`config.mk`:
```
export PLATFORM = sky130hd
export DESIGN_NAME = chan_req_queue
export DESIGN_NICKNAME = d
export VERILOG_FILES = /design/src/rtl/cq_pkg.sv /design/src/rtl/cq_elig.sv /design/src/rtl/cq_lock.sv /design/src/rtl/cq_ring.sv /design/src/rtl/chan_req_queue.sv
export SDC_FILE = /design/constraint.sdc
export NUM_CORES = 1
export LEC_CHECK = 0
export ABC_AREA = 1
export CELL_PAD_IN_SITES_DETAIL_PLACEMENT = 0
export CELL_PAD_IN_SITES_GLOBAL_PLACEMENT = 1
export CORE_MARGIN = 2
export CORE_UTILIZATION = 32
export CTS_BUF_LIST = sky130_fd_sc_hd__clkbuf_8
export DETAILED_ROUTE_END_ITERATION = 10
export DONT_BUFFER_PORTS = 1
export PLACE_DENSITY = 0.61
export SLEW_MARGIN = 20
export SYNTH_ARGS = -nofsm -noshare
export SYNTH_HDL_FRONTEND = slang
export SYNTH_SLANG_ARGS = --single-unit
export TNS_END_PERCENT = 5
```
`constraint.sdc`:
```
create_clock -name clk -period 12 [get_ports clk]
set_input_delay 1.8 -clock clk [delete_from_list [all_inputs] [get_ports clk]]
set_output_delay 1.8 -clock clk [all_outputs]
set_load 0.05 [all_outputs]
```
`src/rtl/cq_pkg.sv`:
```
// Shared sizing for the channel request queue.
// Assumes channel order video, then audio, then peripheral.
package cq_pkg;
    localparam int NUM_VID = 3;
    localparam int NUM_AUD = 4;
    localparam int NUM_PER = 1;
    localparam int NUM_CH  = NUM_VID + NUM_AUD + NUM_PER;
    localparam int LVL_W   = 8;
endpackage

```
`src/rtl/cq_elig.sv`:
```
// Per-channel eligibility: threshold compare plus held flush request
// for video channels. Assumes every asserted want bit is appended on
// the same edge by the ring.
module cq_elig #(
    parameter int NCH   = cq_pkg::NUM_CH,
    parameter int NVID  = cq_pkg::NUM_VID,
    parameter int LVL_W = cq_pkg::LVL_W
) (
    input  logic                 clk,
    input  logic                 rst_n,
    input  logic [NCH*LVL_W-1:0] fill_lvl,
    input  logic [NCH*LVL_W-1:0] thresh,
    input  logic [NCH-1:0]       xfer_en,
    input  logic [NVID-1:0]      vid_done,
    input  logic [NCH-1:0]       lock,
    output logic [NCH-1:0]       want
);
    logic [NVID-1:0] flush_pend;

    for (genvar i = 0; i < NCH; i++) begin : g_ch
        logic [LVL_W-1:0] lvl, thr;
        logic             hit;
        assign lvl = fill_lvl[i*LVL_W +: LVL_W];
        assign thr = thresh[i*LVL_W +: LVL_W];
        if (i < NVID) begin : g_vid
            logic flush_now;
            // Flush request: new pulse or one held from earlier.
            assign flush_now = (flush_pend[i] | vid_done[i]) & (lvl != '0);
            assign hit = (lvl >= thr) | flush_now;
            // Hold the flush request until appended or FIFO empty.
            always_ff @(posedge clk) begin
                if (!rst_n) flush_pend[i] <= 1'b0;
                else        flush_pend[i] <= flush_now & ~want[i];
            end
            // r6_ a held flush only survives while the FIFO has data
            a_r6_pend_needs_data: assert property (@(posedge clk) disable iff (!rst_n)
                flush_pend[i] |-> $past(lvl) != '0);
        end else begin : g_oth
            assign hit = (lvl >= thr);
        end
        // Eligibility gated by enable and lock.
        assign want[i] = hit & xfer_en[i] & ~lock[i];
    end
endmodule

```
`src/rtl/cq_lock.sv`:
```
// Per-channel lock bits: set when a channel is appended, cleared when
// its entry is popped. Assumes pop refers to the current head entry.
module cq_lock #(
    parameter int NCH  = cq_pkg::NUM_CH,
    parameter int CH_W = $clog2(NCH)
) (
    input  logic            clk,
    input  logic            rst_n,
    input  logic [NCH-1:0]  set_v,
    input  logic            pop_eff,
    input  logic [CH_W-1:0] pop_id,
    output logic [NCH-1:0]  lock
);
    logic [NCH-1:0] clr_v;

    // One-hot clear for the popped channel.
    always_comb begin
        clr_v = '0;
        if (pop_eff) clr_v[pop_id] = 1'b1;
    end

    // Lock register update.
    always_ff @(posedge clk) begin
        if (!rst_n) lock <= '0;
        else        lock <= (lock | set_v) & ~clr_v;
    end

    // r3_ a lock may only be taken by an unlocked channel
    a_r3_set_unlocked: assert property (@(posedge clk) disable iff (!rst_n)
        (set_v & lock) == '0);
    // r7_ the popped channel must have been locked
    a_r7_pop_locked: assert property (@(posedge clk) disable iff (!rst_n)
        pop_eff |-> lock[pop_id]);
endmodule

```
`src/rtl/cq_ring.sv`:
```
// Circular queue of channel indices with many appends per cycle in
// ascending index order and one pop. Assumes the lock scheme keeps
// total occupancy within DEPTH.
module cq_ring #(
    parameter int NCH   = cq_pkg::NUM_CH,
    parameter int DEPTH = NCH,
    parameter int CH_W  = $clog2(NCH),
    parameter int PW    = $clog2(DEPTH),
    parameter int CW    = $clog2(DEPTH + 1)
) (
    input  logic            clk,
    input  logic            rst_n,
    input  logic [NCH-1:0]  push_v,
    input  logic            pop,
    output logic [CH_W-1:0] head,
    output logic [CW-1:0]   count,
    output logic            pop_eff
);
    logic [CH_W-1:0] mem [DEPTH];
    logic [PW-1:0]   rd_ptr;
    logic [CW-1:0]   offs [NCH];
    logic [CW-1:0]   n_push;

    assign pop_eff = pop & (count != '0);
    assign head    = (count != '0) ? mem[rd_ptr] : '0;

    // Prefix count gives each appending channel its slot offset.
    always_comb begin
        logic [CW-1:0] acc;
        acc = '0;
        for (int i = 0; i < NCH; i++) begin
            offs[i] = acc;
            acc     = acc + CW'(push_v[i]);
        end
        n_push = acc;
    end

    // Storage, read pointer and occupancy update.
    always_ff @(posedge clk) begin
        if (!rst_n) begin
            rd_ptr <= '0;
            count  <= '0;
            for (int k = 0; k < DEPTH; k++) mem[k] <= '0;
        end else begin
            for (int i = 0; i < NCH; i++) begin
                if (push_v[i])
                    mem[PW'((int'(rd_ptr) + int'(count) + int'(offs[i])) % DEPTH)] <= CH_W'(i);
            end
            if (pop_eff) rd_ptr <= PW'((int'(rd_ptr) + 1) % DEPTH);
            count <= count + n_push - CW'(pop_eff);
        end
    end

    // r3_ appends never exceed the free space
    a_r3_no_overflow: assert property (@(posedge clk) disable iff (!rst_n)
        int'(n_push) + int'(count) - int'(pop_eff) <= DEPTH);
    // r4_ head holds while nobody pops
    a_r4_head_stable: assert property (@(posedge clk) disable iff (!rst_n)
        (count != '0 && !pop) |=> $stable(head) && count != '0);
    // r9_ empty pop with no append leaves the queue empty
    a_r9_empty_pop: assert property (@(posedge clk) disable iff (!rst_n)
        (count == '0 && push_v == '0) |=> count == '0);
endmodule

```
`src/rtl/chan_req_queue.sv`:
```
// Top: first-come queue of data-channel requests feeding the data slot
// of a round-robin bus arbiter. Assumes the arbiter pops only the entry
// shown on head_id.
module chan_req_queue #(
    parameter int NCH   = cq_pkg::NUM_CH,
    parameter int NVID  = cq_pkg::NUM_VID,
    parameter int LVL_W = cq_pkg::LVL_W,
    parameter int CH_W  = $clog2(NCH),
    parameter int CW    = $clog2(NCH + 1)
) (
    input  logic                 clk,
    input  logic                 rst_n,
    input  logic [NCH*LVL_W-1:0] fill_lvl,
    input  logic [NCH*LVL_W-1:0] thresh,
    input  logic [NCH-1:0]       xfer_en,
    input  logic [NVID-1:0]      vid_done,
    input  logic                 pop,
    output logic [CH_W-1:0]      head_id,
    output logic                 not_empty
);
    logic [NCH-1:0] want, lock;
    logic [CW-1:0]  count;
    logic           pop_eff;

    cq_elig #(.NCH(NCH), .NVID(NVID), .LVL_W(LVL_W)) elig_i (
        .clk(clk), .rst_n(rst_n), .fill_lvl(fill_lvl), .thresh(thresh),
        .xfer_en(xfer_en), .vid_done(vid_done), .lock(lock), .want(want));

    cq_lock #(.NCH(NCH), .CH_W(CH_W)) lock_i (
        .clk(clk), .rst_n(rst_n), .set_v(want), .pop_eff(pop_eff),
        .pop_id(head_id), .lock(lock));

    cq_ring #(.NCH(NCH), .DEPTH(NCH), .CH_W(CH_W), .CW(CW)) ring_i (
        .clk(clk), .rst_n(rst_n), .push_v(want), .pop(pop),
        .head(head_id), .count(count), .pop_eff(pop_eff));

    assign not_empty = (count != '0);

    // r3_ one entry per locked channel, none for unlocked ones
    a_r3_one_entry: assert property (@(posedge clk) disable iff (!rst_n)
        int'(count) == $countones(lock));
    // r8_ a disabled channel never takes a new lock
    a_r8_disabled_idle: assert property (@(posedge clk) disable iff (!rst_n)
        (!lock[0] && !xfer_en[0]) |=> !lock[0]);
    // r1_ reset leaves the queue empty
    a_r1_reset_empty: assert property (@(posedge clk)
        !rst_n |=> !not_empty && lock == '0);
endmodule

```
# Yosys cells after proc, flatten, opt, wreduce, memory -nomap -nowiden
# Memories as Yosys holds them, arrays and structs flattened. A register that Yosys moved wholly into a read port is not among the register bits.
# Index checks and enable logic that the tools add are counted.
totals:
  ff_bits: 18
  ram_bits: 24
  in_bits: 142
  output_inout_bits: 4
  wordCells: 146
  mem_count: 1
classes:
  add_sub_neg: 18
  order_cmp: 10
  n_mux: 55
  bitwise: 43
  reduce_logical: 13
memory_table:
  columns: ["memory", "words", "word_bits", "read_ports", "rd_clocked_by_memory_dff", "write_ports", "line", "rtl"]
  rows:
  - ["ring_i.mem", 8, 3, 1, 1, 8, "cq_ring.sv:19", "logic [CH_W-1:0] mem [DEPTH];"]
op_table:
  columns: ["cell", "n"]
  rows:
  - ["8-bit greater-or-equal comparator", 8]
  - ["3-bit two-way mux", 19]
  - ["1-bit two-way mux", 34]
  - ["8-bit nonzero test", 3]
  - ["3-bit OR reduction", 8]
  - ["1-bit AND", 23]
  - ["3-bit adder", 7]
  - ["4-bit by 1-bit adder with 4-bit output", 5]
  - ["1-bit NOT", 11]
  - ["8-bit AND", 1]
  - ["8-bit two-way mux", 1]
  - ["8-bit NOT", 1]
  - ["8-bit bitwise OR", 1]
  - ["1-bit bitwise OR", 6]
  - ["4-bit adder", 1]
  - ["3-bit by 4-bit less-than comparator with 1-bit output (second input constant)", 1]
  - ["4-bit nonzero test", 1]
  - ["4-bit by 1-bit subtractor with 4-bit output", 1]
  - ["2-bit by 1-bit adder with 3-bit output", 1]
  - ["3-bit by 1-bit adder with 3-bit output (second input constant)", 1]
  - ["3-bit by 2-bit adder with 3-bit output", 1]
  - ["1-bit demux with 3-bit select", 1]
  - ["3-bit by 1-bit greater-or-equal comparator with 1-bit output (second input constant)", 1]
  - ["1-bit by 1-bit adder with 2-bit output", 1]
  - ["1-bit logical AND", 1]

# Depth between registers and ports, before layout
logic_depth:
  ltp_word: 14
  ltp_mapped: 33
  depth_no_buf: 33

# Hierarchy
# Synthesis repeated with hierarchy kept, for this count alone.
hier_totals:
  hier_cells: 907
  hier_area_um2: 5669.2
by_module_without_submodules:
  columns: ["mod", "n_inst", "cells_per_inst", "area_each_um2", "seq_area_each_um2"]
  rows:
  - ["cq_ring", 1, 541, 3428.3, 680.7]
  - ["cq_elig", 1, 322, 1935.6, 60.1]
  - ["cq_lock", 1, 41, 294.0, 160.2]
  - ["chan_req_queue", 1, 3, 11.3, 0.0]

# Worst setup path after synthesis
# OpenSTA, ideal clock, no wires.
synth_path:
  path_kind: "input -> register"
  from: "in thresh[13]"
  to: "reg ring_i.count[3]"
  setup_ns: 0.123
  arrival_time_ns: 6.290
  required_time_ns: 11.877
  slack_ns: 5.587
  path_stages: 29
  n_path_buf: 0
  path_cell_list: "inv_1 -> ha_1 -> nand2_1 -> inv_1 -> o21bai_1 -> nand2_1 -> nor2_1 -> nand2_1 -> nand3_1 -> fa_1 -> inv_1 -> ha_1 -> inv_1 -> fa_1 -> inv_1 -> ha_1 -> ha_1 -> ha_1 -> xor2_1 -> inv_1 -> ha_1 -> inv_1 -> ha_1 -> a21oi_1 -> nand2_1 -> xor2_1 -> xnor2_1 -> o21ai_0 -> a21oi_1"
synth_via:
  elab_chain_cells: 13
synth_lines:
  columns: ["element", "line", "rtl"]
  rows:
  - ["from (decl)", "chan_req_queue.sv:14", "input logic [NCH*LVL_W-1:0] thresh,"]
  - ["8-bit greater-or-equal comparator", "cq_elig.sv:29", "assign hit = (lvl >= thr) | flush_now;"]
  - ["1-bit bitwise OR", "cq_elig.sv:29", null]
  - ["1-bit AND (2 in series)", "cq_elig.sv:42", "assign want[i] = hit & xfer_en[i] & ~lock[i];"]
  - ["1-bit by 1-bit adder with 2-bit output", "cq_ring.sv:33", "acc = acc + CW'(push_v[i]);"]
  - ["2-bit by 1-bit adder with 3-bit output", "cq_ring.sv:33", null]
  - ["4-bit by 1-bit adder with 4-bit output (5 in series)", "cq_ring.sv:33", null]
  - ["4-bit adder", "cq_ring.sv:50", "count <= count + n_push - CW'(pop_eff);"]
  - ["4-bit by 1-bit subtractor with 4-bit output", "cq_ring.sv:50", null]
  - ["to (signal assigned)", "cq_ring.sv:50", null]
  - ["to (decl)", "cq_ring.sv:16", "output logic [CW-1:0] count,"]
# Every way passes these cells.
# A chain may end at the register's enable or synchronous reset.

# Worst setup path in the final report
# Same ends and word-level chain as after synthesis.

==> flow_results.xml <==
<?xml version="1.0" encoding="UTF-8"?>
<metrics>
  <group name="run_status">
    <metric name="run_status" unit="">complete, no violations</metric>
  </group>
  <group name="critical_path">
    <metric name="worst-endpoint-required" unit="ns">12.26</metric>
    <metric name="worst_path_dominant_cell_family" unit="">adder cells</metric>
    <metric name="cp-end-kind" unit="">flop</metric>
    <metric name="regToRegSetupSlack" unit="ns">7.07</metric>
    <metric name="data_arrival_at_the_endpoint_of_the_critical_path" unit="ns">6.77</metric>
    <metric name="worstSetupStartpoint" unit="">thresh[13]</metric>
    <metric name="timing.critical_path.slowest_stage_cell" unit="">fa_1</metric>
    <metric name="worst_path_largest_cell_delay" unit="ns">0.49</metric>
    <metric name="path_max_fanout" unit="">3</metric>
    <metric name="path_buf_inv" unit="">7</metric>
    <metric name="worst-path-stages" unit="">29</metric>
    <metric name="crit-reg2reg-launch" unit="">elig_i.flush_pend[0]</metric>
    <metric name="critical_path.startpoint_type" unit="">input port</metric>
    <metric name="r2r_end" unit="">ring_i.count[3]</metric>
    <metric name="worst_r2r_path_depth" unit="">25</metric>
    <metric name="path_class" unit="">in2reg</metric>
  </group>
  <group name="placed_design">
    <metric name="global_placer_s_final_weighted_congestion" unit="">0.883</metric>
    <metric name="numPortBuffers" unit="">0</metric>
    <metric name="dpl_cell_area" unit="um^2">6170</metric>
    <metric name="detailedPlacementHpwl" unit="mm">14.7</metric>
  </group>
  <group name="grt">
    <metric name="grt_antenna_before_repair" unit="">0</metric>
    <metric name="grt_pass1_wl" unit="mm">26.9</metric>
    <metric name="grt_max_degree" unit="">34</metric>
    <metric name="gr-usage-all-layers" unit="%">17.3</metric>
    <metric name="global_route.overflow_total" unit="">0</metric>
    <metric name="vias_in_the_first_global_route" unit="">5351</metric>
  </group>
  <group name="routing">
    <metric name="drc" unit="">0</metric>
    <metric name="first_pass_iters" unit="">6</metric>
    <metric name="drt_wl_total" unit="mm">16.8</metric>
    <metric name="route.detailed.vias_per_inst" unit="">4.65</metric>
    <metric name="drt_first_iter_violations" unit="">197</metric>
    <metric name="detail-route-antenna-nets" unit="">0</metric>
    <metric name="post_drt_wl_per_cell" unit="um">14.0</metric>
    <metric name="routed-via-count" unit="">5604</metric>
  </group>
  <group name="yosys">
    <metric name="synth_cells" unit="">975</metric>
    <metric name="post_synthesis_average_cell_area" unit="um^2">6.10</metric>
    <metric name="ys_types" unit="">46</metric>
    <metric name="synth.yosys.warnings" unit="">0</metric>
    <metric name="synthesis.area" unit="um^2">5940</metric>
    <metric name="total_nets_after_synthesis" unit="">1217</metric>
    <metric name="synth-seq-area-share" unit="%">15.2</metric>
    <metric name="synthFlopType" unit="">dfxtp_1</metric>
    <metric name="async_flop_share" unit="%">0</metric>
    <metric name="synth_top_cells_by_area" unit="">ha_1 19%, nand2_1 17%, dfxtp_1 15%</metric>
    <metric name="synth-edff-count" unit="">0</metric>
    <metric name="netlist.area_leader.share" unit="%">18.7</metric>
    <metric name="ys_ff_latch" unit="">45</metric>
    <metric name="synth_top_area_cell" unit="">ha_1</metric>
  </group>
  <group name="sta">
    <metric name="fin_tns_setup" unit="ns">0</metric>
    <metric name="period_share" unit="%">54.3</metric>
    <metric name="setup_repair_after_global_routing_missed_its_margin" unit="">false</metric>
    <metric name="slew_headroom" unit="%">43.1</metric>
    <metric name="max_slew.worst_pin.slew" unit="ns">0.852</metric>
    <metric name="hold-worst-slack" unit="ns">0.490</metric>
    <metric name="finalClockSkew" unit="ns">0.0138</metric>
    <metric name="period_minus_slack" unit="ns">6.52</metric>
    <metric name="maxSlewViolCount" unit="">0</metric>
    <metric name="setup-violations-final" unit="">0</metric>
    <metric name="max_freq" unit="GHz">0.153</metric>
    <metric name="timing.final.hold_violations" unit="">0</metric>
  </group>
  <group name="run">
    <metric name="drv.max_cap_violation_count" unit="">0</metric>
  </group>
  <group name="hold_path">
    <metric name="timing.hold.worst_endpoint" unit="">lock_i.lock[7]</metric>
    <metric name="kind_of_path_behind_the_tightest_hold_check" unit="">reg2reg</metric>
    <metric name="min_from" unit="">lock_i.lock[7]</metric>
    <metric name="whs_path_depth" unit="">2</metric>
  </group>
  <group name="floorplan">
    <metric name="die-width" unit="um">140</metric>
    <metric name="floorplan.die.height" unit="um">140</metric>
    <metric name="ioPinCount" unit="">146</metric>
    <metric name="starting_density_of_the_core" unit="%">32.9</metric>
    <metric name="std_cell_rows" unit="">49</metric>
    <metric name="dieArea" unit="um^2">19700</metric>
    <metric name="core_region_area" unit="um^2">18100</metric>
  </group>
  <group name="clock_network">
    <metric name="post_cts_hold_buffer_count" unit="">0</metric>
    <metric name="clock-root-buffer" unit="">clkbuf_8</metric>
    <metric name="post_cts_buffers" unit="">0</metric>
    <metric name="cts_resized" unit="">0</metric>
    <metric name="worst_skew_pair.late_latency" unit="ns">0.31</metric>
    <metric name="cts-buffers-inserted" unit="">5</metric>
    <metric name="clock_tree_from_tritoncts" unit="">built</metric>
    <metric name="cts_htree_levels" unit="">2</metric>
    <metric name="cts_buffer_depth" unit="">2</metric>
    <metric name="clock-sinks" unit="">45</metric>
    <metric name="cts.clk_slew.worst_paths" unit="ns">0.10</metric>
  </group>
  <group name="layout">
    <metric name="syn_to_final_growth" unit="%">5.41</metric>
    <metric name="leading_cell_type_in_the_layout_fill_and_taps_excluded" unit="">nand2_1</metric>
    <metric name="count_of_fill_cells_added_during_filler_insertion" unit="">2033</metric>
    <metric name="mostFrequentLayoutCells" unit="">262 x nand2_1, 171 x inv_1, 143 x nor2_1</metric>
    <metric name="stdcell_area" unit="um^2">6260</metric>
    <metric name="nNetsFinal" unit="">1216</metric>
    <metric name="share_of_cells_above_drive_strength_1" unit="%">6.26</metric>
    <metric name="antenna_cells" unit="">0</metric>
  </group>
  <group name="power">
    <metric name="vdd_drop_max" unit="uV">91.3</metric>
    <metric name="totalPowerFinal" unit="mW">1.39</metric>
    <metric name="pwr_density_cell" unit="nW/um^2">221</metric>
    <metric name="leakage" unit="nW">3.57</metric>
  </group>
</metrics>
==> flip-flops by register name, summed over array words and instances (netlist names), named ones only <==
register           cells
ring_i.count           4
lock_i.lock            8
elig_i.flush_pend      3
ring_i.rd_ptr          3
ring_i.mem            24
==> stage by stage <==
step,setup slack [ns],utilization (%),std cells
final,5.48,34.6,1204
after global routing,4.97,34.6,1204
after CTS,5.46,34.6,1204
after detailed placement,5.14,34.1,1196
after global placement,5.24,34.1,1196
after floorplan,5.59,-,975
==> metal layers <==
layer  up-vias  global-route usage [%]  routed length [um]
met3        17                    2.19                 752
met4         0                    4.63                 314
li1       3055                       -                   -
met5         -                       0                   0
met2       130                    27.8                7210
met1      2402                    24.4                8550
==> cell families after synthesis <==
logic type                 after synthesis  share of synthesized area (%)
adders and majority gates              100                           22.4
buffers and inverters                  188                           12.3
and+or+nand+nor                        532                           38.7
DFF                                     45                           15.2
AOI/OAI and AO/OA                       98                           9.37
xor gates and xnor gates                12                           2.02
==> synthesized netlist by cell type, types with 2 or more instances <==
| library cell | number |
|---|---|
| nand3_2 | 5 |
| dfxtp_1 | 45 |
| ha_1 | 89 |
| nand2_4 | 4 |
| xor2_1 | 5 |
| inv_1 | 171 |
| nand2_2 | 17 |
| o21a_1 | 3 |
| a21oi_1 | 39 |
| fa_1 | 11 |
| o221ai_1 | 2 |
| nor3_1 | 2 |
| nand2_1 | 262 |
| o21ai_0 | 34 |
| o21bai_1 | 4 |
| nor2_1 | 143 |
| xnor2_1 | 5 |
| a21o_1 | 2 |
| nand3b_1 | 4 |
| inv_2 | 8 |
| nand3_1 | 65 |
| o21ai_1 | 2 |
| nor4_1 | 4 |
| a21boi_0 | 3 |
| and3_1 | 2 |
| clkbuf_1 | 5 |
| nand4_1 | 9 |
| nor2_2 | 10 |
| o211ai_1 | 3 |
==> report_power, final <==
part	switching [mW]	internal, mW	leakage [nW]
Combinational	0.727	0.338	3.15
Sequential	0.0300	0.191	0.370
Clock	0.0586	0.0414	0.0445
==> area by class of cell <==
class | count | area, um^2 | area share, %
Clock buffer | 5 | 68.8 | 1.10
Clock inverter | 3 | 21.3 | 0.340
Tap cell | 229 | 287 | 4.57
Inverter | 180 | 676 | 10.8
Sequential cell | 45 | 901 | 14.4
Multi-Input combinational cell | 742 | 4310 | 68.8
==> worst max path at each step <==
stage / slack (ns) / to
after floorplan: 5.59 / ring_i.count[3]
after global placement: 5.24 / ring_i.count[3]
after detailed placement: 5.14 / ring_i.count[3]
after CTS: 5.46 / ring_i.count[3]
after global routing: 4.97 / ring_i.count[3]
final: 5.48 / ring_i.count[3]
==> worst reg2reg max path, cell delays in order (launching register included) <==
cell and delay (ns):
dfxtp_1 0.32, nor2_1 0.05, nor2_1 0.10, nor2_1 0.04, nand2_1 0.07, nand3_1 0.18
fa_1 0.58, inv_1 0.13, ha_1 0.19, inv_1 0.06, fa_1 0.47, inv_1 0.07
ha_1 0.35, ha_1 0.37, ha_1 0.22, xor2_1 0.18, inv_1 0.08, ha_1 0.27
inv_1 0.04, ha_1 0.32, a21oi_1 0.16, nand2_1 0.08, xor2_1 0.15, xnor2_1 0.19
o21ai_0 0.10, a21oi_1 0.11
Power figures use the tool's default switching activity.
